===== config.mk =====
export PLATFORM = sky130hd
export DESIGN_NAME = xmb_mailbox
export DESIGN_NICKNAME = d
export VERILOG_FILES = /design/src/rtl/xmb_pkg.sv /design/src/rtl/xmb_chan.sv /design/src/rtl/xmb_ctrl.sv /design/src/rtl/xmb_host_if.sv /design/src/rtl/xmb_mailbox.sv
export SDC_FILE = /design/constraint.sdc
export NUM_CORES = 1
export LEC_CHECK = 0
export ABC_CLOCK_PERIOD_IN_PS = 800
export BUFFER_PORTS_ARGS = -buffer_cell sky130_fd_sc_hd__buf_4
export CAP_MARGIN = 30
export CORE_MARGIN = 4
export CORE_UTILIZATION = 40
export DETAILED_ROUTE_END_ITERATION = 12
export PLACE_DENSITY = 0.72
export SLEW_MARGIN = 20
export SYNTH_ARGS = -nofsm -noshare
export SYNTH_HDL_FRONTEND = slang
export SYNTH_SLANG_ARGS = --single-unit

===== constraint.sdc =====
create_clock -name clk -period 0.8 [get_ports clk]
set_input_delay 0.08 -clock clk [delete_from_list [all_inputs] [get_ports clk]]
set_output_delay 0.08 -clock clk [all_outputs]
set_load 0.1 [all_outputs]

===== src/rtl/xmb_pkg.sv =====
package xmb_pkg;
  localparam int XMB_DATA_W = 8;
  localparam int XMB_PAGE_W = 4;
  localparam int XMB_ADDR_W = 4;

  typedef enum logic {
    SEL_CTRL = 1'b0,
    SEL_DATA = 1'b1
  } xmb_sel_e;
endpackage


===== src/rtl/xmb_chan.sv =====
module xmb_chan #(
  parameter int W = 8
) (
  input  logic         clk,
  input  logic         rst_n,
  input  logic         load,
  input  logic [W-1:0] wdata,
  input  logic         take,
  output logic [W-1:0] q,
  output logic         full
);
  logic [W-1:0] data_d, data_q;
  logic         full_d, full_q;

  always_comb begin
    data_d = data_q;
    full_d = full_q;
    if (take) full_d = 1'b0;
    if (load) begin
      data_d = wdata;
      full_d = 1'b1;
    end
  end

  always_ff @(posedge clk or negedge rst_n) begin
    if (!rst_n) begin
      data_q <= '0;
      full_q <= 1'b0;
    end else begin
      full_q <= full_d;
      if (load) data_q <= data_d;
    end
  end

  assign q    = data_q;
  assign full = full_q;

  // a load always leaves the latch full with the new byte
  a_r9_load_wins: assert property (@(posedge clk) disable iff (!rst_n)
    load |=> (full && q == $past(wdata)));
  // a take with no load empties the latch
  a_r6_take_empties: assert property (@(posedge clk) disable iff (!rst_n)
    (take && !load) |=> !full);
  // a stale fetch does not disturb the stored byte
  a_r6_byte_held: assert property (@(posedge clk) disable iff (!rst_n)
    !load |=> $stable(q));
endmodule


===== src/rtl/xmb_ctrl.sv =====
module xmb_ctrl #(
  parameter int DW     = 8,
  parameter int PAGE_W = 4
) (
  input  logic              clk,
  input  logic              rst_n,
  input  logic              wr,
  input  logic [DW-1:0]     wdata,
  output logic [PAGE_W-1:0] page,
  output logic              owner,
  output logic              en
);
  localparam int OWN_BIT = PAGE_W;
  localparam int EN_BIT  = PAGE_W + 1;
  localparam int FW      = PAGE_W + 2;

  logic [FW-1:0] fld_d, fld_q;

  always_comb begin
    fld_d = fld_q;
    if (wr) fld_d = wdata[FW-1:0];
  end

  always_ff @(posedge clk or negedge rst_n) begin
    if (!rst_n) fld_q <= '0;
    else if (wr) fld_q <= fld_d;
  end

  assign page  = fld_q[PAGE_W-1:0];
  assign owner = fld_q[OWN_BIT];
  assign en    = fld_q[EN_BIT];

  // written fields appear on the outputs one cycle later
  a_r3_fields_load: assert property (@(posedge clk) disable iff (!rst_n)
    wr |=> (page == $past(wdata[PAGE_W-1:0]) && owner == $past(wdata[OWN_BIT])
            && en == $past(wdata[EN_BIT])));
  // fields hold without a control write
  a_r11_fields_hold: assert property (@(posedge clk) disable iff (!rst_n)
    !wr |=> ($stable(page) && $stable(owner) && $stable(en)));
endmodule


===== src/rtl/xmb_host_if.sv =====
module xmb_host_if
  import xmb_pkg::*;
#(
  parameter int DW = 8,
  parameter int AW = 4
) (
  input  logic          host_cs,
  input  logic          host_rd,
  input  logic          host_wr,
  input  logic [AW-1:0] host_addr,
  input  logic          h2g_full,
  input  logic          g2h_full,
  input  logic [DW-1:0] g2h_data,
  output logic          ctrl_wr,
  output logic          data_wr,
  output logic          data_rd,
  output logic [DW-1:0] rdata
);
  xmb_sel_e sel;

  always_comb begin
    sel     = xmb_sel_e'(host_addr[0]);
    ctrl_wr = host_cs && host_wr && (sel == SEL_CTRL);
    data_wr = host_cs && host_wr && (sel == SEL_DATA);
    data_rd = host_cs && host_rd && (sel == SEL_DATA);
    rdata   = '0;
    if (sel == SEL_DATA) begin
      rdata = g2h_data;
    end else begin
      rdata[DW-1] = !h2g_full;
      rdata[DW-2] = g2h_full;
    end
  end
endmodule


===== src/rtl/xmb_mailbox.sv =====
module xmb_mailbox
  import xmb_pkg::*;
#(
  parameter int DATA_W = XMB_DATA_W,
  parameter int PAGE_W = XMB_PAGE_W,
  parameter int ADDR_W = XMB_ADDR_W
) (
  input  logic              clk,
  input  logic              rst_n,
  input  logic              host_cs,
  input  logic              host_rd,
  input  logic              host_wr,
  input  logic [ADDR_W-1:0] host_addr,
  input  logic [DATA_W-1:0] host_wdata,
  output logic [DATA_W-1:0] host_rdata,
  input  logic              guest_rd_stb,
  input  logic              guest_wr_stb,
  input  logic [DATA_W-1:0] guest_wdata,
  output logic [DATA_W-1:0] guest_rdata,
  output logic [PAGE_W-1:0] page_o,
  output logic              ram_owner_o,
  output logic              mbox_en_o
);
  localparam int SYNC_N = 2;

  logic [SYNC_N-1:0] rst_sync_q;
  logic              rst_int_n;

  always_ff @(posedge clk or negedge rst_n) begin
    if (!rst_n) rst_sync_q <= '0;
    else        rst_sync_q <= {rst_sync_q[SYNC_N-2:0], 1'b1};
  end
  assign rst_int_n = rst_sync_q[SYNC_N-1];

  logic              ctrl_wr, data_wr, data_rd;
  logic              h2g_full, g2h_full;
  logic [DATA_W-1:0] g2h_q;

  xmb_host_if #(.DW(DATA_W), .AW(ADDR_W)) u_host (
    .host_cs  (host_cs),
    .host_rd  (host_rd),
    .host_wr  (host_wr),
    .host_addr(host_addr),
    .h2g_full (h2g_full),
    .g2h_full (g2h_full),
    .g2h_data (g2h_q),
    .ctrl_wr  (ctrl_wr),
    .data_wr  (data_wr),
    .data_rd  (data_rd),
    .rdata    (host_rdata)
  );

  xmb_chan #(.W(DATA_W)) u_h2g (
    .clk  (clk),
    .rst_n(rst_int_n),
    .load (data_wr),
    .wdata(host_wdata),
    .take (guest_rd_stb),
    .q    (guest_rdata),
    .full (h2g_full)
  );

  xmb_chan #(.W(DATA_W)) u_g2h (
    .clk  (clk),
    .rst_n(rst_int_n),
    .load (guest_wr_stb),
    .wdata(guest_wdata),
    .take (data_rd),
    .q    (g2h_q),
    .full (g2h_full)
  );

  xmb_ctrl #(.DW(DATA_W), .PAGE_W(PAGE_W)) u_ctrl (
    .clk  (clk),
    .rst_n(rst_int_n),
    .wr   (ctrl_wr),
    .wdata(host_wdata),
    .page (page_o),
    .owner(ram_owner_o),
    .en   (mbox_en_o)
  );

  // host data read with no guest write empties the host-bound latch
  a_r8_host_take: assert property (@(posedge clk) disable iff (!rst_int_n)
    (host_cs && host_rd && host_addr[0] && !guest_wr_stb) |=> !g2h_full);
  // host data write leaves the guest-bound latch full
  a_r5_host_load: assert property (@(posedge clk) disable iff (!rst_int_n)
    (host_cs && host_wr && host_addr[0]) |=> h2g_full);
  // no chip select and no guest strobe keeps both flags
  a_r10_idle_flags: assert property (@(posedge clk) disable iff (!rst_int_n)
    (!host_cs && !guest_rd_stb && !guest_wr_stb) |=> ($stable(h2g_full) && $stable(g2h_full)));
  // a control write alone leaves both flags
  a_r11_ctrl_keeps_flags: assert property (@(posedge clk) disable iff (!rst_int_n)
    (host_cs && host_wr && !host_addr[0] && !guest_rd_stb && !guest_wr_stb)
      |=> ($stable(h2g_full) && $stable(g2h_full)));
endmodule


==> flow_summary.toml <==
[global_route]
first_global_vias = 921
grt.total_usage_pct = 19.2
grt_first_pass_wirelength_um = 4800
grt_antenna_before_repair = 0
overflow = 0
grt_start_max_net_pins = 20

[sta]
timing.fmax_mhz = 788
layout_setup_ws_ns = -0.469
finClkSkew_ns = 0.00537
finalSetupViolCount = 38
period_needed_ns = 1.27
grt_setup_unrepaired = "true"
tns_ns = -9.15
hold_viol_final = 0
final.period_utilization_pct = 159
drv_slew = 0

[detailed_routing]
drc_errors = 0
via_per_inst = 4.77
first_pass_iters = 3
drt-initial-drc-count = 25
ant_nets = 0
routed_wl_um = 3190
vias = 820
routedWlPerCell_um = 18.5

[cts]
clk-insertion-delay-late_ns = 0.33
htreeDepth = 1
cts_made_buffers = 3
clock-sinks = 26
cts_tree = "yes"
clockBufferDepth = 2
clkTransAtPathRegs_ns = 0.14
cts_root_buf = "clkbuf_4"

[synth]
syn-num-nets = 93
ys_types = 12
seq_area_frac_synth_pct = 64.3
syn_avg_cell_area_um2 = 15.3
synth.ff_latch_count = 26
synth_area_mm2 = 0.00101
synth_warnings = 0
syn_inst = 66

[pwr]
power_mw = 5.22
ir_drop_mv = 2.48
power_density_mw_per_mm2 = 2450
p_leak_nw = 0.997

[critical_path]
crit_path_max_fanout = 2
critPathKind = "flip-flop to output pin"
worstPathRequired_ns = 0.72
r2r_slack_ns = -0.20
end_kind = "output pin"
arrival_ns = 1.19
start_kind = "flip-flop"

[floorplan]
rows = 17
design.core.area_mm2 = 0.00232
fp.dieH_um = 58.3
ios = 49
start_util_pct = 43.7
die_w_um = 58.3
die_area_mm2 = 0.00340

[cells_and_area]
drive_gt1_share_pct = 75.7
area_growth_pct = 110
layout_common_cells = "buf_4, buf_12, dlygate4sd3_1, mux2_4, dfrtp_4"
antenna_cells = 0
fillers = 84
layout_commonest_cell = "buf_4"
final_cells = 172
final_nets = 172

[hold_path]
min_path_type = "input port to async pin"

[placement]
place_congestion = 0.618
io_buffer_count = 45
post-place-cells = 143
dp_hpwl_um = 1690

[status]
failed_checks = "setup timing"
status = "finished, violations left"

[flow_run]
drv_cap = 0
## registers in the layout, indices dropped and copies added (netlist names)
| register | count |
|---|---|
| u_h2g.full | 1 |
| u_g2h.full | 1 |
| u_ctrl.fld_q | 6 |
| u_g2h.q | 8 |
| rst_sync_q | 2 |
| u_h2g.q | 8 |
## layer usage
metal / GRT usage (%) / wire length, um
met5: 0 / 0
met4: 4.97 / 25
met3: 3.73 / 116
met2: 36.4 / 1860
met1: 21.7 / 1190
## logic make-up after synthesis
logic type             after synthesis  share of synthesized area (%)
multiplexers                        23                           25.6
flip-flops                          26                           64.3
AO/OA/AOI/OAI                        3                           1.73
buffers and inverters                3                           1.36
other                                1                          0.370
AND/OR/NAND/NOR                     10                           6.67
## report_power, final
group | internal [mW] | total [mW] | switching, mW
clock network | 0.279 | 0.693 | 0.413
logic | 1.16 | 2.73 | 1.57
registers | 1.59 | 1.79 | 0.205
## critical path, cell delays in order, from the launching register on
cell	delay [ns]
dfrtp_1	0.41
mux2_4	0.28
buf_12	0.17
## what timing repair did
item | 4_1_cts | 5_1_grt
hold buffers | 18 | 0
buffers inserted | 2 | 5
pin swaps | 3 | 0
setup endpoints to repair | 36 | 38
endpoints found under the hold margin | 24 | 0
resized for setup | 68 | 6
## area by class of cell
type,instances,area (um^2),area share [%]
Sequential cell,26,703,33.0
Timing Repair Buffer,76,913,42.9
Clock buffer,4,36.3,1.70
Multi-Input combinational cell,37,437,20.5
Tap cell,28,35.0,1.65
Inverter,1,3.75,0.176
## path summary, 6_finish.rpt
check	start	cells past startpoint	endpoint
max reg2reg	u_h2g.q[3]	2	u_h2g.q[3]
max	u_g2h.full	2	host_rdata[6]
min reg2reg	rst_sync_q[1]	1	u_h2g.q[1]
min	rst_n	2	rst_sync_q[1]
min in group clk	guest_wr_stb	2	u_g2h.full
max in group asynchronous	rst_sync_q[1]	1	u_h2g.q[2]
## synth_stat cells
master	number	area, um^2
a21o_1	1	7.51
and2_1	6	37.5
buf_2	2	10.0
conb_1	1	3.75
dfrtp_1	26	651
inv_1	1	3.75
mux2_2	23	259
nand2_1	1	3.75
nand3_1	1	5.00
nand3_2	1	10.0
nand3b_2	1	11.3
o21ai_0	2	10.0
## per-stage QoR
stage | setup WS, ns | cell area (um^2) | util, % | hold WS [ns]
2_1_floorplan | -0.217 | 1150 | - | -0.216
3_3_place_gp | -0.213 | 1560 | 67.1 | -0.138
3_5_place_dp | -0.236 | 1560 | 67.1 | -0.136
4_1_cts | -0.464 | 2070 | 89.3 | 0.0332
5_1_grt | -0.509 | 2130 | 91.8 | 0.0365
6_report | -0.469 | 2130 | 91.8 | 0.0373
(Power assumes the default switching activity.)
